--- config.mk ---
export PLATFORM = sky130hd
export DESIGN_NAME = vbl_irq_unit
export DESIGN_NICKNAME = d
export VERILOG_FILES = /design/src/rtl/vbl_irq_pkg.sv /design/src/rtl/vbl_sync_edge.sv /design/src/rtl/vbl_status_core.sv /design/src/rtl/vbl_irq_unit.sv
export SDC_FILE = /design/constraint.sdc
export NUM_CORES = 1
export LEC_CHECK = 0
export ABC_AREA = 1
export BUFFER_PORTS_ARGS = -buffer_cell sky130_fd_sc_hd__buf_4
export CAP_MARGIN = 20
export CORE_ASPECT_RATIO = 1.1
export CORE_UTILIZATION = 29
export CTS_CLUSTER_SIZE = 28
export DETAILED_ROUTE_END_ITERATION = 10
export PLACE_DENSITY = 0.75
export SLEW_MARGIN = 20
export SYNTH_ARGS = -nofsm -noshare
export SYNTH_HDL_FRONTEND = slang
export SYNTH_SLANG_ARGS = --single-unit
--- constraint.sdc ---
create_clock -name clk -period 0.82 [get_ports clk]
set_input_delay 0 -clock clk [delete_from_list [all_inputs] [get_ports clk]]
set_output_delay 0 -clock clk [all_outputs]
set_load 0.01 [all_outputs]
--- src/rtl/vbl_irq_pkg.sv ---
package vbl_irq_pkg;
  localparam int REG_W  = 32;
  localparam int EN_W   = 4;
  localparam int EN_IE  = 0;
  localparam int EN_CLR = 1;
  localparam int ST_VBL = 0;

  typedef enum logic {
    SEL_ENABLE = 1'b0,
    SEL_STATUS = 1'b1
  } vbl_sel_e;
endpackage

--- src/rtl/vbl_sync_edge.sv ---
module vbl_sync_edge #(
  parameter int STAGES = 2
) (
  input  logic clk,
  input  logic rst_n,
  input  logic async_in,
  output logic level,
  output logic rise,
  output logic fall
);
  logic [STAGES-1:0] chain_q;
  logic              last_q;

  always_ff @(posedge clk or negedge rst_n) begin
    if (!rst_n) chain_q[0] <= 1'b0;
    else        chain_q[0] <= async_in;
  end

  for (genvar g = 1; g < STAGES; g++) begin : g_stage
    always_ff @(posedge clk or negedge rst_n) begin
      if (!rst_n) chain_q[g] <= 1'b0;
      else        chain_q[g] <= chain_q[g-1];
    end
  end

  always_ff @(posedge clk or negedge rst_n) begin
    if (!rst_n) last_q <= 1'b0;
    else        last_q <= chain_q[STAGES-1];
  end

  assign level = chain_q[STAGES-1];
  assign rise  = level & ~last_q;
  assign fall  = ~level & last_q;
endmodule

--- src/rtl/vbl_status_core.sv ---
module vbl_status_core (
  input  logic clk,
  input  logic rst_n,
  input  logic set_evt,
  input  logic drop_evt,
  input  logic clr_evt,
  input  logic irq_en,
  output logic stat_q,
  output logic irq_q
);
  logic stat_n;

  always_comb begin
    if (set_evt)                  stat_n = 1'b1;
    else if (drop_evt || clr_evt) stat_n = 1'b0;
    else                          stat_n = stat_q;
  end

  always_ff @(posedge clk or negedge rst_n) begin
    if (!rst_n) begin
      stat_q <= 1'b0;
      irq_q  <= 1'b0;
    end else begin
      stat_q <= stat_n;
      if ((stat_n != stat_q) && irq_en) irq_q <= stat_n;
    end
  end
endmodule

--- src/rtl/vbl_irq_unit.sv ---
module vbl_irq_unit
  import vbl_irq_pkg::*;
#(
  parameter int SYNC_STAGES = 2
) (
  input  logic             clk,
  input  logic             rst_n,
  input  logic             vbl_raw,
  input  logic             wr_en,
  input  logic             wr_sel,
  input  logic [REG_W-1:0] wr_data,
  input  logic             rd_sel,
  output logic [REG_W-1:0] rd_data,
  output logic             irq
);
  logic            vbl_lvl, vbl_rise, vbl_fall;
  logic [EN_W-1:0] en_q;
  logic            en_wr, clr_evt, stat_q;
  logic            unused_hi;

  assign unused_hi = ^wr_data[REG_W-1:EN_W] ^ vbl_lvl;

  vbl_sync_edge #(.STAGES(SYNC_STAGES)) sync_i (
    .clk      (clk),
    .rst_n    (rst_n),
    .async_in (vbl_raw),
    .level    (vbl_lvl),
    .rise     (vbl_rise),
    .fall     (vbl_fall)
  );

  assign en_wr   = wr_en && (vbl_sel_e'(wr_sel) == SEL_ENABLE);
  assign clr_evt = en_wr && en_q[EN_CLR] && !wr_data[EN_CLR];

  always_ff @(posedge clk or negedge rst_n) begin
    if (!rst_n)     en_q <= '0;
    else if (en_wr) en_q <= wr_data[EN_W-1:0];
  end

  vbl_status_core core_i (
    .clk      (clk),
    .rst_n    (rst_n),
    .set_evt  (vbl_rise),
    .drop_evt (vbl_fall),
    .clr_evt  (clr_evt),
    .irq_en   (en_q[EN_IE]),
    .stat_q   (stat_q),
    .irq_q    (irq)
  );

  always_comb begin
    rd_data = '0;
    if (vbl_sel_e'(rd_sel) == SEL_ENABLE) rd_data[EN_W-1:0] = en_q;
    else                                  rd_data[ST_VBL]   = stat_q;
  end
endmodule

Word level (Yosys, flattened, before mapping)
Index checks and enable logic that the tools add are counted.
{"block": "totals", "out_inout_bits": 33, "reg_bits": 9, "in_bits": 38}
{"block": "classes", "eq_ne": 1, "reduce_logical": 6, "mux": 4, "bitwise_logic": 5}
{"cell": "logical AND 1 bit", "count": 4}
{"cell": "2-to-1 mux 1 bit", "count": 3}
{"cell": "2-to-1 mux 3 bit", "count": 1}
{"cell": "inverter 1 bit", "count": 3}
{"cell": "bitwise AND 1 bit", "count": 2}
{"cell": "logical NOT 1 bit", "count": 1}
{"cell": "logical OR 1 bit", "count": 1}
{"cell": "inequality test 1 bit", "count": 1}

Depth between registers and ports, before layout
Gate-level depths: netlist of the first run.
{"block": "logic_depth", "depth_word": 9, "depth_mapped": 7, "depth_no_buf": 7}

Modules after synthesis
A second synthesis of the first run with hierarchy kept.
{"block": "unflattened", "cells_unflattened": 77, "area_unflattened_um2": 601.8}
{"mod": "vbl_irq_unit", "area_per_inst_um2": 417.9, "cells_per_inst": 58, "instances": 1}
{"mod": "vbl_status_core", "area_per_inst_um2": 93.8, "cells_per_inst": 12, "instances": 1}
{"mod": "vbl_sync_edge", "area_per_inst_um2": 90.1, "cells_per_inst": 7, "instances": 1}

Least setup slack after synthesis of the first run
OpenSTA, ideal clock, no wires.
{"block": "synth_path", "path_kind": "flip-flop to flip-flop", "startpoint": "register sync_i.last_q", "endpoint": "register core_i.irq_q", "synth_period_minus_slack_ns": 0.819, "setup_ns": 0.065, "n_path_buf": 0, "arrival_time_ns": 0.754, "stages_incl_launch_ff": 5, "setup_slack_ns": 0.001, "path_cell_list": "dfrtp_1 > or2_4 > nand2_2 > nand2_1 > nand2_1"}
{"block": "synth_between", "elab_chain_cells": 6, "word_cells_on_any_way": 8, "cone_classes": "1 x eq/ne; 2 x mux; 3 x bitwise; 2 x reduce/logical"}
{"element": "start: declaration", "line": "vbl_sync_edge.sv:12", "text": "logic last_q;"}
{"element": "start signal: assignment", "line": "vbl_sync_edge.sv:28", "text": "else last_q <= chain_q[STAGES-1];"}
{"element": "bitwise AND 1 bit", "line": "vbl_sync_edge.sv:33", "text": "assign fall = ~level & last_q;"}
{"element": "logical OR 1 bit", "line": "vbl_status_core.sv:15", "text": "else if (drop_evt || clr_evt) stat_n = 1'b0;"}
{"element": "2-to-1 mux 1 bit", "line": "vbl_status_core.sv:15"}
{"element": "2-to-1 mux 1 bit *", "line": "vbl_status_core.sv:14", "text": "if (set_evt) stat_n = 1'b1;"}
{"element": "named net core_i.stat_n", "line": "vbl_status_core.sv:11", "text": "logic stat_n;"}
{"element": "inequality test 1 bit", "line": "vbl_status_core.sv:25", "text": "if ((stat_n != stat_q) && irq_en) irq_q <= stat_n;"}
{"element": "logical AND 1 bit", "line": "vbl_status_core.sv:25"}
{"element": "end signal: assignment", "line": "vbl_status_core.sv:25"}
{"element": "end: declaration", "line": "vbl_status_core.sv:9", "text": "output logic irq_q"}
The timed path passes the listed nets; every way through them passes the cells marked *.
A chain may end at the register's enable or synchronous reset.

Final worst setup path of the first run
{"block": "layout_path", "startpoint": "register en_q[1]", "endpoint": "output rd_data[1]"}
{"block": "layout_between", "elab_chain_cells": 1}
{"element": "start: declaration", "line": "vbl_irq_unit.sv:17", "text": "logic [EN_W-1:0] en_q;"}
{"element": "start signal: assignment", "line": "vbl_irq_unit.sv:37", "text": "else if (en_wr) en_q <= wr_data[EN_W-1:0];"}
{"element": "2-to-1 mux 3 bit", "line": "vbl_irq_unit.sv:53", "text": "if (vbl_sel_e'(rd_sel) == SEL_ENABLE) rd_data[EN_W-1:0] = en_q;"}
{"element": "end: declaration", "line": "vbl_irq_unit.sv:13", "text": "output logic [REG_W-1:0] rd_data,"}
No other way between the ends.

==> run metrics, run 1 <==
area of the multi-input gates=about 240 um2; CP max stage delay=0.34 ns; Final Cycle Share=113.4%; M3 GR Usage=a little over 4%; Post-DRT Antenna Nets=0; CTS H-tree lvls=1; vias in the first global route=between 400 and 500; via count=between 400 and 500; CP Buf/Inv Count=3; Fillers=~190; CP max FO=2; drc violations=0; VDD IR-drop max=~0.98 mV; final-stage net count=~130; Top Usage Layer GRT=met2; Yosys Warn Count=0; clock root cell=clkbuf_4; register area=about 230 um2; Required @ worst endpoint=just over 0.8 ns; die area=around 2200 um2; synthesized cell area=a little under 600 um2; routed len/inst=~7.5 um; Total GRT Usage=around a tenth; CTS tree=built; CTS sink count=9; total power=1.206 mW; failing checks=negative setup slack; status=finished with violations; worst-path cell chain=inv_2, buf_6, nor2_4, buf_6; Rows=16; core area=approximately 1800 um2; critical path startpoint category=flip-flop; Layout area overhead=24.10%; Hold WS=about 0.042 ns; Pwr Density=around 1600 nW/um2; FF+latch count, synth=9; total congestion overflow=0; total CTS buffers=3; max-cap check violation count=0; post-CTS setup buffer count=0; Clock Path Buffers=2; Worst setup EP type=output pin; CP top delay family=flip-flops; final slew viol count=0; PortBufs=14; Min Clock Period, post-route=0.9302 ns; final core occ=39.88%; Max Freq=between 1000 and 1500 MHz; initial antenna violation count=0; first-pass GRT wire length=1490 um; met2 Use GR=between 10% and 20%; combinational power share=27.8%; Detailed Routing Iterations Pass 1=1; initial drt markers=0; Slowest-stage cell, CP=dfrtp_1; unrepaired setup endpoints after global routing=true; Worst Setup Slack, final=-0.1102 ns; Final setup viols=5; Synth Instances=69; share of post-route cells with drive strength above 1=about a third; Clock Latency Late Sink=~0.26 ns; Synth cell types=12; routed wire length=904 um; Clock power frac=28.5%; clock slew at reported path FFs=about 0.060 ns; largest net degree at the start of global routing=10; Pint=835.2 uW; vias per inst=between 3 and 4; P_leak=~0.39 nW; sequential fraction of the synthesis area=38.05%; final clock skew=about 0.0021 ns; Net Sw Frac=30.72%; Final Hold Vio Count=0; Initial Util=around 32%; Die H=approximately 49 um; Die X=roughly 45 um; Net Switching=~370 uW; Final Instance Count excl. Fillers=120; # IOs=71; Ant. Diodes=0; Top cell by count, worst path=buf_6; DP Wirelength=between 600 and 700 um; dpl cells=110; post-route cell area=734.5 um2; Post-Syn Area per Cell=about 8.6 um2; Hold WC Path Type=in -> reg; placed cell area=between 600 and 700 um2; met1 Use GR=around 8.3%; WP data arrival=around 0.93 ns; critical path type=reg -> out; GPL Wtd Cong=roughly 0.67; sequential share of power=between 40 and 50%
## layout make-up
| class | instances | share of cell area [%] |
|---|---|---|
| clock buffer | 4 | 3.578 |
| multi-input combinational | 52 | 32.54 |
| timing repair buffer | 21 | 25.04 |
| inverter | 7 | 3.578 |
| sequential | 9 | 30.66 |
| tap | 27 | 4.600 |
## Yosys cell counts, drive strengths merged
cell / n / share of area [%]
buf: 28 / 36
nand2: 10 / 7.6
dfrtp: 9 / 38
inv: 7 / 4.4
o21ai: 6 / 5.1
nor2: 5 / 4.4
a21oi: 1 / 1.5
conb: 1 / 0.63
o21bai: 1 / 1.3
or2: 1 / 1.5
## power by group through the flow
| stage | Clock [mW] | Sequential (mW) | Combinational, mW |
|---|---|---|---|
| after floorplan | 0 | 0.527 | 0.261 |
| after global placement | 0 | 0.526 | 0.279 |
| after detailed placement | 0 | 0.529 | 0.286 |
| after CTS | 0.359 | 0.526 | 0.326 |
| after global routing | 0.389 | 0.533 | 0.377 |
| final | 0.344 | 0.526 | 0.335 |
## what timing repair did
action                     CTS  global route
pin swaps                    2             2
hold endpoints to repair    14             0
hold buffers                 6             0
setup endpoints to repair    6             7
gates resized for setup      7             4
## metal layers
metal / share of wire, % / wire [um]
met1: 33 / 298
met2: 53 / 477
met3: 11 / 103
met4: 2.7 / 24
met5: 0 / 0
## stage by stage
step,TNS [ns],setup slack [ns]
3_3_place_gp,-0.01314,-0.01314
3_5_place_dp,-0.05049,-0.05049
5_1_grt,-0.6776,-0.1625
2_1_floorplan,0,0.0008050
4_1_cts,-0.4125,-0.1380
6_report,-0.3390,-0.1102
## worst register-to-register path: stages, from the launching register on
cell	delay [ns]
dfrtp_1	0.34
inv_2	0.04
nor2_1	0.11
nand2_2	0.06
nand2_2	0.07
nand2_2	0.05
nand2_1	0.05
nand2_1	0.05
## registers in the layout, summed over array words and instances (netlist names)
register / flops
core_i.stat_q: 1
en_q: 4
sync_i.level: 1
core_i.irq_q: 1
sync_i.chain_q: 1
sync_i.last_q: 1
## path summary, 6_finish.rpt
kind,depth (start not counted),to,start,slack [ns]
max,4,rd_data[1],en_q[1],-0.11
min in group asynchronous,2,core_i.irq_q,rst_n,0.10
min,4,en_q[0],wr_sel,0.04
max reg2reg,7,core_i.irq_q,en_q[1],-0.05
min reg2reg,0,sync_i.level,sync_i.chain_q[0],0.35
max in group asynchronous,2,sync_i.level,rst_n,0.59
## layout by cell type, fill, tap and decap left out, drive strengths merged
| cell | synthesis | final |
|---|---|---|
| or2 | 1 | 1 |
| clkbuf | 0 | 4 |
| dlygate4sd3 | 0 | 6 |
| o21ai | 6 | 6 |
| buf | 28 | 15 |
| nor2 | 5 | 5 |
| nand2 | 10 | 10 |
| o21bai | 1 | 1 |
| inv | 7 | 7 |
| conb | 1 | 28 |
| a21oi | 1 | 1 |
| dfrtp | 9 | 9 |
## kinds of logic (layout without fill, tap and decap cells)
kind of cell | count (synthesis) | count (layout) | share of synthesized area [%]
AND/OR/NAND/NOR | 16 | 16 | 13.53
AO/OA/AOI/OAI | 8 | 8 | 7.823
buffers and inverters | 35 | 32 | 39.96
other | 1 | 28 | 0.6336
flip-flops | 9 | 9 | 38.06
Note: power is estimated with default switching activity, not from simulation.
==> run 2, diff against run 1 <==
--- a/config.mk
+++ b/config.mk
@@ -8,11 +8,13 @@
 export ABC_AREA = 1
 export BUFFER_PORTS_ARGS = -buffer_cell sky130_fd_sc_hd__buf_4
 export CAP_MARGIN = 20
+export CELL_PAD_IN_SITES_DETAIL_PLACEMENT = 0
+export CELL_PAD_IN_SITES_GLOBAL_PLACEMENT = 1
 export CORE_ASPECT_RATIO = 1.1
-export CORE_UTILIZATION = 29
+export CORE_UTILIZATION = 18
 export CTS_CLUSTER_SIZE = 28
 export DETAILED_ROUTE_END_ITERATION = 10
-export PLACE_DENSITY = 0.75
+export PLACE_DENSITY_LB_ADDON = 0.1
 export SLEW_MARGIN = 20
 export SYNTH_ARGS = -nofsm -noshare
 export SYNTH_HDL_FRONTEND = slang
==> run metrics, run 2 (synthesis results as in run 1) <==
clock slew at reported path FFs=0.07 ns (was 0.06 ns); final-stage net count=134 (was 132); total CTS buffers=3 (unchanged); Ant. Diodes=0 (unchanged); Hold WS=0.02856 ns (was 0.04211 ns); status=finished with violations (unchanged); Fillers=355 (was 194); WP data arrival=1.01 ns (was 0.93 ns); Top cell by count, worst path=buf_6 (unchanged); Pwr Density=1633 nW/um2 (was 1641 nW/um2); Worst setup EP type=output pin (unchanged); largest register by flop count=en_q (unchanged); max reg flops=4 (unchanged); routed len/inst=7.372 um (was 7.533 um); unrepaired setup endpoints after global routing=true (unchanged); CTS tree=built (unchanged); core area=3100 um2 (was 1842 um2); vias per inst=3.349 (was 3.467); Post-DRT Antenna Nets=0 (unchanged); failing checks=design-rule violations, negative setup slack (was negative setup slack); CTS H-tree lvls=1 (unchanged); most common cell after layout, fill and taps aside=conb_1 (unchanged); clock root cell=clkbuf_4 (unchanged); via count=432 (was 416); Final Hold Vio Count=0 (unchanged); max-cap check violation count=0 (unchanged); Final Instance Count excl. Fillers=129 (was 120); CP Buf/Inv Count=2 (was 3); CTS sink count=9 (unchanged); drc violations=8 (was 0); Worst Setup Slack, final=-0.1858 ns (was -0.1102 ns); first-pass GRT wire length=1538 um (was 1490 um); initial antenna violation count=0 (unchanged); Hold WC Path Type=in -> reg (unchanged); share of post-route cells with drive strength above 1=33.68% (was 32.26%); CP max stage delay=0.41 ns (was 0.34 ns); dpl cells=118 (was 110); VDD IR-drop max=0.4641 mV (was 0.9829 mV); largest net degree at the start of global routing=10 (unchanged); Die X=56.67 um (was 45.07 um); critical path startpoint category=flip-flop (unchanged); die area=3521 um2 (was 2226 um2); Initial Util=19.09% (was 32.13%); Final TNS setup=-0.5600 ns (was -0.3390 ns); total congestion overflow=0 (unchanged); final clock skew=0.007636 ns (was 0.002150 ns); final slew viol count=0 (unchanged); routed wire length=951 um (was 904 um); Final Cycle Share=122.7% (was 113.4%); Layout area overhead=28.96% (was 24.10%); most frequent cells in the layout=28 x conb_1, 14 x buf_4, 9 x dfrtp_1 (was 28 x conb_1, 12 x buf_4, 9 x dfrtp_1); Clock Path Buffers=2 (unchanged); Hold Path Stages=4 (unchanged); Clock Latency Late Sink=0.27 ns (was 0.26 ns); critical path type=reg -> out (unchanged); P_leak=0.4101 nW (was 0.3909 nW); DP Wirelength=741.6 um (was 679.9 um); GPL Wtd Cong=0.6970 (was 0.6682); Slowest-stage cell, CP=dfrtp_1 (unchanged); worst-path cell chain=buf_6, nand2_4, o21ai_2, buf_6 (was inv_2, buf_6, nor2_4, buf_6); Min Clock Period, post-route=1.006 ns (was 0.9302 ns); PortBufs=14 (unchanged); Detailed Routing Iterations Pass 1=8 (was 1); # IOs=71 (unchanged); Required @ worst endpoint=0.82 ns (about the same); CP top delay family=flip-flops (unchanged); path depth of the worst reg2reg path=7 (unchanged); WP depth=4 (unchanged); Rows=21 (was 16); CP max FO=2 (unchanged); initial drt markers=13 (was 0); vias in the first global route=365 (was 411); Die H=62.14 um (was 49.38 um); Final setup viols=6 (was 5); Total GRT Usage=6.007% (was 9.534%); Max Freq=994.2 MHz (was 1075 MHz)
==> run 2: where the power goes <==
group          internal [mW]  leakage (nW)  switching [mW]
Combinational          0.170         0.287           0.191
Clock                  0.181        0.0177           0.182
Sequential             0.494         0.106          0.0288
==> run 2: path summary, 6_finish.rpt <==
check                                   from      endpoint  slack (ns)
setup / recovery               core_i.stat_q    rd_data[0]       -0.19
hold / removal                        wr_sel       en_q[1]        0.03
setup reg to reg               core_i.stat_q  core_i.irq_q       -0.12
hold reg to reg            sync_i.chain_q[0]  sync_i.level        0.35
max in group asynchronous              rst_n       en_q[2]        0.59
min in group asynchronous              rst_n       en_q[1]        0.08
==> run 2: cell type report <==
cell class / instances / area [um2] / area share (%)
Sequential cell: 9 / 225.2 / 29.51
Multi-Input combinational cell: 52 / 242.7 / 31.80
Timing Repair Buffer: 23 / 198.9 / 26.07
Tap cell: 34 / 42.54 / 5.574
Clock inverter: 1 / 5.005 / 0.6557
Clock buffer: 3 / 22.52 / 2.951
Inverter: 7 / 26.28 / 3.443
==> run 2: stage by stage <==
step	power (mW)	area [um2]	util (%)	setup slack, ns
3_5_place_dp	0.8272	645.6	20.82	-0.03892
3_3_place_gp	0.8270	645.6	20.82	-0.02082
2_1_floorplan	0.7875	693.2	-	0.0008050
4_1_cts	1.225	737.0	23.77	-0.2316
5_1_grt	1.318	763.2	24.62	-0.2203
6_report	1.246	763.2	24.62	-0.1858
==> run 2: repair_timing <==
action | CTS | global route
endpoints found under the hold margin | 14 | 0
buffers inserted | 0 | 1
setup endpoints to repair | 6 | 7
pin swaps | 1 | 0
hold buffers | 6 | 0
resized for setup | 4 | 6
==> run 2: worst register-to-register path: stages (launching register included) <==
cell,delay [ns]
dfrtp_1,0.41
buf_4,0.15
inv_2,0.06
a21oi_2,0.03
nand2_2,0.05
nand2_2,0.05
nand2_1,0.05
nand2_1,0.04
==> run 2: layer usage <==
| metal | global-route usage, % | part of all wire [%] |
|---|---|---|
| met2 | 8.780 | 43 |
| met4 | 4.688 | 2.6 |
| met5 | 0 | 0 |
| met3 | 1.667 | 9.7 |
| met1 | 7.317 | 44 |
